==> config.mk <==
export PLATFORM = sky130hd
export DESIGN_NAME = gpio_irq_ctrl
export DESIGN_NICKNAME = d
export VERILOG_FILES = /design/src/rtl/gpio_irq_ctrl.sv
export SDC_FILE = /design/constraint.sdc
export NUM_CORES = 1
export LEC_CHECK = 0
export BUFFER_PORTS_ARGS = -buffer_cell sky130_fd_sc_hd__buf_2
export CAP_MARGIN = 30
export CORE_ASPECT_RATIO = 0.75
export CORE_MARGIN = 2
export CORE_UTILIZATION = 35
export CTS_BUF_LIST = sky130_fd_sc_hd__clkbuf_2 sky130_fd_sc_hd__clkbuf_4 sky130_fd_sc_hd__clkbuf_8
export DETAILED_ROUTE_END_ITERATION = 12
export GPL_ROUTABILITY_DRIVEN = 1
export SLEW_MARGIN = 20
export SYNTH_ARGS = -nofsm -noshare
export SYNTH_HDL_FRONTEND = slang
export SYNTH_SLANG_ARGS = --single-unit
==> constraint.sdc <==
create_clock -name clk -period 3.4 [get_ports clk]
set_input_delay 0.17 -clock clk [delete_from_list [all_inputs] [get_ports clk]]
set_output_delay 0.17 -clock clk [all_outputs]
set_load 0.01 [all_outputs]
==> src/rtl/gpio_irq_ctrl.sv <==
module gpio_irq_ctrl #(
  parameter int N  = 16,
  parameter int DW = 32,
  parameter int AW = 4
) (
  input  logic          clk,
  input  logic          rst_n,
  input  logic          bus_valid,
  input  logic          bus_write,
  input  logic [AW-1:0] bus_addr,
  input  logic [DW-1:0] bus_wdata,
  output logic [DW-1:0] bus_rdata,
  input  logic [N-1:0]  pin_in,
  output logic [N-1:0]  pin_out,
  output logic [N-1:0]  pin_oe,
  output logic [N-1:0]  pin_alt_sel,
  output logic          irq_out
);
  localparam logic [AW-1:0] A_ALT  = AW'(0);
  localparam logic [AW-1:0] A_DIR  = AW'(1);
  localparam logic [AW-1:0] A_OE   = AW'(2);
  localparam logic [AW-1:0] A_OUT  = AW'(3);
  localparam logic [AW-1:0] A_IN   = AW'(4);
  localparam logic [AW-1:0] A_MASK = AW'(5);
  localparam logic [AW-1:0] A_MSET = AW'(6);
  localparam logic [AW-1:0] A_MCLR = AW'(7);
  localparam logic [AW-1:0] A_STAT = AW'(8);
  localparam logic [AW-1:0] A_TYPE = AW'(9);
  localparam logic [AW-1:0] A_POL  = AW'(10);
  localparam logic [AW-1:0] A_ANY  = AW'(11);

  logic [N-1:0] alt_q, dir_q, oe_q, out_q, mask_q, stat_q, typ_q, pol_q, any_q;
  logic [N-1:0] s1_q, s2_q, s3_q;
  logic [N-1:0] wd, rise, fall, lvl_hit, edge_hit, hit, stat_d;
  logic         wr, rd;
  logic         unused_hi;

  assign wr        = bus_valid & bus_write;
  assign rd        = bus_valid & ~bus_write;
  assign wd        = bus_wdata[N-1:0];
  assign unused_hi = ^bus_wdata[DW-1:N];

  always_ff @(posedge clk or negedge rst_n) begin
    if (!rst_n) begin
      s1_q <= '0;
      s2_q <= '0;
      s3_q <= '0;
    end else begin
      s1_q <= pin_in;
      s2_q <= s1_q;
      s3_q <= s2_q;
    end
  end

  assign rise     = s2_q & ~s3_q;
  assign fall     = ~s2_q & s3_q;
  assign lvl_hit  = typ_q & ~(s2_q ^ pol_q);
  assign edge_hit = ~typ_q & ((any_q & (rise | fall)) |
                              (~any_q & pol_q & rise) |
                              (~any_q & ~pol_q & fall));
  assign hit      = lvl_hit | edge_hit;

  assign stat_d = ((rd && bus_addr == A_STAT) ? '0 : stat_q) | hit |
                  ((wr && bus_addr == A_STAT) ? wd : '0);

  always_ff @(posedge clk or negedge rst_n) begin
    if (!rst_n) begin
      alt_q  <= '0;
      dir_q  <= '1;
      oe_q   <= '0;
      out_q  <= '0;
      mask_q <= '1;
      stat_q <= '0;
      typ_q  <= '0;
      pol_q  <= '0;
      any_q  <= '0;
    end else begin
      stat_q <= stat_d;
      if (wr) begin
        case (bus_addr)
          A_ALT:   alt_q  <= wd;
          A_DIR:   dir_q  <= wd;
          A_OE:    oe_q   <= wd;
          A_OUT:   out_q  <= wd;
          A_MSET:  mask_q <= mask_q | wd;
          A_MCLR:  mask_q <= mask_q & ~wd;
          A_TYPE:  typ_q  <= wd;
          A_POL:   pol_q  <= wd;
          A_ANY:   any_q  <= wd;
          default: ;
        endcase
      end
    end
  end

  logic [N-1:0] rsel;
  always_comb begin
    case (bus_addr)
      A_ALT:                 rsel = alt_q;
      A_DIR:                 rsel = dir_q;
      A_OE:                  rsel = oe_q;
      A_OUT:                 rsel = out_q;
      A_IN:                  rsel = s2_q;
      A_MASK, A_MSET, A_MCLR: rsel = mask_q;
      A_STAT:                rsel = stat_q;
      A_TYPE:                rsel = typ_q;
      A_POL:                 rsel = pol_q;
      A_ANY:                 rsel = any_q;
      default:               rsel = '0;
    endcase
  end
  assign bus_rdata = {{(DW-N){1'b0}}, rsel};

  assign pin_out     = out_q;
  assign pin_alt_sel = alt_q;
  assign pin_oe      = oe_q & ~dir_q & ~alt_q;
  assign irq_out     = |(stat_q & ~mask_q);

  a_r4_mask_set: assert property (@(posedge clk) disable iff (!rst_n)
    (wr && bus_addr == A_MSET) |=> ((mask_q & $past(wd)) == $past(wd)));
  a_r4_mask_clr: assert property (@(posedge clk) disable iff (!rst_n)
    (wr && bus_addr == A_MCLR) |=> ((mask_q & $past(wd)) == '0));
  a_r4_mask_ro: assert property (@(posedge clk) disable iff (!rst_n)
    (wr && bus_addr == A_MASK) |=> $stable(mask_q));
  a_r8_sticky: assert property (@(posedge clk) disable iff (!rst_n)
    !(rd && bus_addr == A_STAT) |=> ((stat_q & $past(stat_q)) == $past(stat_q)));
  a_r9_write_set: assert property (@(posedge clk) disable iff (!rst_n)
    (wr && bus_addr == A_STAT) |=> ((stat_q & $past(wd)) == $past(wd)));
  a_r10_irq_source: assert property (@(posedge clk) disable iff (!rst_n)
    irq_out |-> (stat_q != '0));
endmodule

==> results of run 1 <==
==> timing repair <==
item / 4_1_cts / 5_1_grt
setup endpoints to repair: 0 / 0
hold buffers: 33 / 0
hold endpoints to repair: 123 / 0
==> cell usage after synthesis (3+ instances only) <==
library cell    n
a211o_1         3
a211oi_1        3
a21oi_1        25
a221o_1        16
a221oi_1       10
a222oi_1        8
a22o_1         12
a22oi_1        18
a311oi_1        4
a31oi_1        16
and3_1          4
buf_1           3
buf_2          16
buf_4          20
buf_6           9
clkbuf_1       22
dfrtp_1       160
dfstp_2        32
ha_1           32
inv_1          49
mux2_1         18
mux2_2        105
mux2_4         10
mux2i_1         9
nand2_1        44
nand2_4         3
nand3_1        11
nand3b_1       10
nor2_1         12
nor2b_1         5
nor3_1          6
nor3b_1        17
o211ai_1        4
o21ai_0        34
o221ai_1        3
o22ai_1         4
xnor2_1        16
==> per-layer routing <==
| layer | vias up | share of wire | GRT usage | wire length, um |
|---|---|---|---|---|
| li1 | 3135 | - | - | - |
| met1 | 3482 | 0.49 | 0.274 | 12800 |
| met2 | 240 | 0.42 | 0.273 | 11200 |
| met3 | 38 | 0.066 | 0.0477 | 1750 |
| met4 | 0 | 0.025 | 0.0668 | 668 |
| met5 | - | 0 | 0 | 0 |
==> logic make-up (layout without fill, tap and decap cells) <==
logic type,count (synthesis),count (layout),share of synthesized area
compound gates,168,168,0.125
buf+inv,119,244,0.0632
fa+ha+maj,32,32,0.0416
other cells,1,17,0.000389
flops,192,192,0.503
simple gates,131,131,0.0791
mux,144,144,0.173
xor+xnor,16,16,0.0145
==> cell type report <==
cell class,instances,area share
well taps,351,0.0391
inverters,49,0.0164
diodes,1,0.000223
clock inverters,9,0.0107
flip-flops and latches,192,0.431
clock buffers,22,0.0264
multi-input cells,507,0.378
repair buffers,164,0.0986
==> power breakdown <==
part | internal (W) | switching (W)
combinational | 0.000611 | 0.000577
sequential | 0.00269 | 0.000333
clock | 0.000751 | 0.000853
==> per-stage QoR <==
step,total power [W],cells,cell area [um^2],setup slack (ps)
2_1_floorplan,0.00375,818,9690,1790
3_3_place_gp,0.00419,1229,10500,1090
3_5_place_dp,0.00422,1229,10500,1090
4_1_cts,0.00585,1293,11200,1080
5_1_grt,0.00613,1295,11200,963
6_report,0.00581,1295,11200,1030
==> worst max-delay path: stages <==
cell and delay [ps]:
buf_2 470, or2_1 450, nor2_1 230, buf_4 210, a222oi_1 320, nand3_1 150
buf_2 160
==> registers in the layout, summed over array words and instances, names as in the netlist, named ones only <==
register / count
pol_q: 16
oe_q: 16
s2_q: 16
pin_alt_sel: 16
s1_q: 16
any_q: 16
pin_out: 16
typ_q: 16
dir_q: 16
s3_q: 16
stat_q: 16
==> how the worst max path moves through the flow <==
stage | endpoint | startpoint | cells past startpoint
floorplan | bus_rdata[8] | bus_addr[1] | 6
global placement | bus_rdata[7] | bus_addr[3] | 7
detailed placement | bus_rdata[10] | bus_addr[3] | 7
CTS | bus_rdata[10] | bus_addr[3] | 7
global route | bus_rdata[7] | bus_addr[3] | 7
finish | bus_rdata[10] | bus_addr[3] | 7
==> summary.md, run 1 <==
| Metric | Value |
|---|---|
| CTS Root Cell | `clkbuf_8` |
| Warning count from the yosys run | `0` |
| CTS buffer count | `17` |
| Post-synth EDFFs | `0` |
| Initial antenna violation count | `1` |
| Setup TNS | `0 ps` |
| Congestion Overflow GR | `0` |
| H-tree Lvls | `4` |
| Critical path type | `input pin to primary output` |
| I/O pin cnt | `137` |
| # fillers | `2,610` |
| CTS tree | `yes` |
| Path depth of the worst reg2reg path | `6` |
| HP Class | `input pin to asynchronous set/reset pin` |
| Hpwl dp | `18,000 um` |
| Register Area | `4840 um^2` |
| CTS resizes | `0` |
| Endpoints failing setup | `0` |
| GPL Wtd Cong | `0.813` |
| Die area | `28,900 um^2` |
| IO Port Bufs | `104` |
| CP Launch Type | `input pin` |
| Area of the multi-input gates | `4240 um^2` |
| Share of cells above drive strength 1 | `0.344` |
| Final core utilization | `0.416` |
| Cells after synthesis | `803` |
| Sequential element share of the synthesized area | `0.503` |
| Worst endpoint required time | `3230 ps` |
| Clk buf depth | `2` |
| Worst EP arrival | `2200 ps` |
| Power per cell area | `517 nW/um^2` |
| Yosys top cell area share | `0.416` |
| Worst-path clk slew | `90 ps` |
| P&R area growth vs syn | `16.6%` |
| Largest net degree at the start of global routing | `113` |
| Post-synth top flop | `dfrtp_1` |
| DRT Wirelength | `26,400 um` |
| Most frequent cells in the layout | `dfrtp_1, mux2_2, buf_2` |
| Worst Tran Pin Value | `748 ps` |
| Drt initial violations | `597` |
| Synth area leader | `dfrtp_1` |
| CTS sink cnt | `192` |
| Max Freq | `0.422 GHz` |
| Max capacitance violation total | `0` |
| Nets | `1,019` |
| Tcrit/Tclk final | `0.697` |
| Initial Utilization | `0.357` |
| Tmin final | `2370 ps` |
| Netlist Area Pre-Place | `9630 um^2` |
| Post-CTS Setup Bufs | `0` |
| VDD IR max | `0.290 mV` |
| Critical Path Sink Type | `primary output` |
| Chip Width | `196 um` |
| Most common library cell in the layout ignoring fill and taps | `dfrtp_1` |
| Via count | `6,895` |
| Crit path max fanout | `22` |
| First-pass GRT wire length | `41,100 um` |
| Max Clock Skew | `11.7 ps` |
| DRC errors left | `0` |
| Slew Limit Fails | `0` |
| Worst-Skew Late Latency | `480 ps` |
| Worst reg2reg startpoint | `s2_q[13]` |
| Fraction of registers with async set or reset after synthesis | `1.00` |
| Initial DRT Pass Iterations | `5` |
| Distinct cells, synth | `60` |
| Die height | `148 um` |
| Rel. slew slack | `0.501` |
| Core footprint | `27,000 um^2` |
| Row count | `52` |
| Flops & latches, synth | `192` |
| Status | `finished, final reports clean` |
| Hold Slack | `182 ps` |
| Avg WL per Cell | `20.4 um` |
| RSZ-0062 raised after global routing | `false` |
| Area contributors post-synth | `dfrtp_1, mux2_2, dfstp_2, ha_1, mux2_1` |
| Drt via density | `5.32` |
| R2R setup slack | `1720 ps` |
| Reg-to-Reg End | `stat_q[13]` |
| Via count of the first global-routing pass | `6,767` |
| Gr usage total | `0.189` |
| Synthesized area per cell | `12.0 um^2` |
| P_leak | `5.21 nW` |
| Final ANT Viol Nets | `0` |
| Final Hold Vio Count | `0` |
(Power assumes the default switching activity.)
==> run 2, diff against run 1 <==
==> constraint.sdc (replaced) <==
create_clock -name clk -period 2.2 [get_ports clk]
set_input_delay 0.11 -clock clk [delete_from_list [all_inputs] [get_ports clk]]
set_output_delay 0.11 -clock clk [all_outputs]
set_load 0.01 [all_outputs]
==> run 2 against run 1 <==
- cell count rose by 1.9%
- non-clock buffer count up 22
- clock skew increased by 4.2 ps
- clock power is 45% higher
- die area did not move
- critical path type is now register to primary output
- critical endpoint is now bus_rdata[0]
- largest cell class unchanged
==> summary.md, run 2 (same netlist as run 1, synthesis figures left out) <==
| Metric | Value |
|---|---|
| Status | `finished, final reports clean` |
| CP Launch Type | `register` |
| Endpoints failing setup | `0 (unchanged)` |
| Placed Area | `10,700 um^2 (+2.1%)` |
| Register Area | `4840 um^2 (unchanged)` |
| Worst Hold Launch | `bus_valid` |
| Tcrit/Tclk final | `0.951` |
| Worst-Skew Late Latency | `490 ps (about the same)` |
| Power per cell area | `777 nW/um^2 (+50%)` |
| Clk buf depth | `2 (unchanged)` |
| Final Cell Area | `11,400 um^2 (+1.5%)` |
| Area of the multi-input gates | `4240 um^2 (unchanged)` |
| Post-route setup slack | `108 ps (-924 ps)` |
| Avg WL per Cell | `19.8 um (-3.0%)` |
| Post-CTS Setup Bufs | `0 (unchanged)` |
| Gr usage total | `0.185 (-0.00431)` |
| CP cell instances | `mux2_2 -> a32oi_1 -> a21oi_1 -> a2111o_1 -> buf_2` |
| Drt via density | `5.29 (-0.69%)` |
| Congestion Overflow GR | `0 (unchanged)` |
| Critical Path Sink Type | `primary output` |
| Slew Limit Fails | `0 (unchanged)` |
| Rel. slew slack | `0.555 (+0.0540)` |
| Most common library cell in the layout ignoring fill and taps | `dfrtp_1` |
| Tmin final | `2090 ps` |
| Die height | `148 um (unchanged)` |
| Delay of the slowest critical-path stage | `440 ps (-30 ps)` |
| Chip Width | `196 um (unchanged)` |
| Final ANT Viol Nets | `0 (unchanged)` |
| P_leak | `5.31 nW (+2.0%)` |
| Worst endpoint required time | `2090 ps (-1140 ps)` |
| VDD IR max | `0.443 mV (+53%)` |
| RSZ-0062 raised after global routing | `false` |
| Worst Hold End | `stat_q[9]` |
| H-tree Lvls | `4 (unchanged)` |
| Final Hold Vio Count | `0 (unchanged)` |
| P&R area growth vs syn | `18.4%` |
| Max Freq | `0.478 GHz` |
| Final core utilization | `0.422 (+0.00621)` |
| Critical path type | `register to primary output` |
| CTS Root Cell | `clkbuf_8` |
| CTS tree | `yes` |
| HP Class | `input pin to register` |
| CTS sink cnt | `192 (unchanged)` |
| Initial DRT Pass Iterations | `5 (unchanged)` |
| Max capacitance violation total | `0 (unchanged)` |
| # fillers | `2,620 (+0.38%)` |
| IO Port Bufs | `104 (unchanged)` |
| Reg-to-Reg End | `stat_q[13]` |
| Hold Crit Depth | `4` |
| Row count | `52 (unchanged)` |
| Drt initial violations | `565 (-5.4%)` |
| First-pass GRT wire length | `40,100 um (-2.3%)` |
| Crit path max fanout | `4 (-82%)` |
| I/O pin cnt | `137 (unchanged)` |
| Worst reg2reg startpoint | `s2_q[13]` |
| DRC errors left | `0 (unchanged)` |
| Most frequent cells in the layout | `dfrtp_1, mux2_2, buf_2` |
| Max Clock Skew | `15.9 ps (+4.18 ps)` |
| Path depth of the worst reg2reg path | `6 (unchanged)` |
| Die area | `28,900 um^2 (unchanged)` |
| Setup TNS | `0 ps (unchanged)` |
| Hpwl dp | `18,900 um (+5.3%)` |
| Initial antenna violation count | `2 (+1)` |
| GPL Wtd Cong | `0.855 (+5.2%)` |
| Via count | `6,974 (+1.1%)` |
| Slowest cell on crit path | `dfrtp_1` |
| Share of cells above drive strength 1 | `0.359 (+0.0156)` |
| Worst EP arrival | `1980 ps (-220 ps)` |
| Initial Utilization | `0.357 (unchanged)` |
| Largest net degree at the start of global routing | `64 (-43%)` |
| Core footprint | `27,000 um^2 (unchanged)` |
| Worst Tran Pin Value | `666 ps (-81.9 ps)` |
| CTS buffer count | `17 (unchanged)` |
| Nets | `1,041 (+2.2%)` |
| Via count of the first global-routing pass | `6,692 (-1.1%)` |
| R2R setup slack | `520 ps (-1200 ps)` |
| DRT Wirelength | `26,100 um (-1.2%)` |
| Post-Place Setup Slack | `262 ps (-828 ps)` |
| Worst-path clk slew | `110 ps (+20 ps)` |
| Total power draw | `0.00886 W (+52%)` |
## run 2: worst max-delay path by stage
stage / startpoint / to / cells after the start
after floorplan: bus_addr[1] / typ_q[12] / 6
after global placement: bus_addr[0] / any_q[13] / 6
after detailed placement: bus_addr[0] / any_q[9] / 6
after CTS: pin_alt_sel[0] / bus_rdata[0] / 5
after global routing: pin_alt_sel[0] / bus_rdata[0] / 5
final: pin_alt_sel[0] / bus_rdata[0] / 5
## run 2: timing repair
item | CTS | global route
endpoints found under the hold margin | 167 | 0
resized for setup | 0 | 0
endpoints found under the setup margin | 0 | 1
hold buffers | 33 | 0
## run 2: layout make-up
class | instances | share of cell area
clock inverters | 14 | 0.0127
clock buffers | 18 | 0.0212
diodes | 2 | 0.000439
inverters | 49 | 0.0161
repair buffers | 186 | 0.114
well taps | 351 | 0.0385
multi-input cells | 507 | 0.372
flip-flops and latches | 192 | 0.425
## run 2: power by group
part	leakage (nW)	switching (W)	internal (W)	total (W)
registers	2.27	0.000522	0.00416	0.00468
clock network	0.194	0.00137	0.000950	0.00232
logic	2.85	0.000889	0.000967	0.00186
## run 2: stage by stage
stage	hold WS [ps]	cells
finish	130	1319
global route	125	1319
CTS	97.3	1317
detailed placement	138	1252
global placement	139	1252
floorplan	-186	818
## run 2: worst max-delay path, delay by kind of cell (launching register included)
family / cells / cell delay (ps)
compound gates: 3 / 620
buf+inv: 1 / 160
flops: 1 / 440
mux: 1 / 280
## run 2: layer usage
layer  track usage  up-vias  routed length, um
met5             0        -                  0
met4        0.0531        0                412
met3        0.0342       24               1370
met2         0.272      214              11400
met1         0.276     3544              12900
li1              -     3192                  -
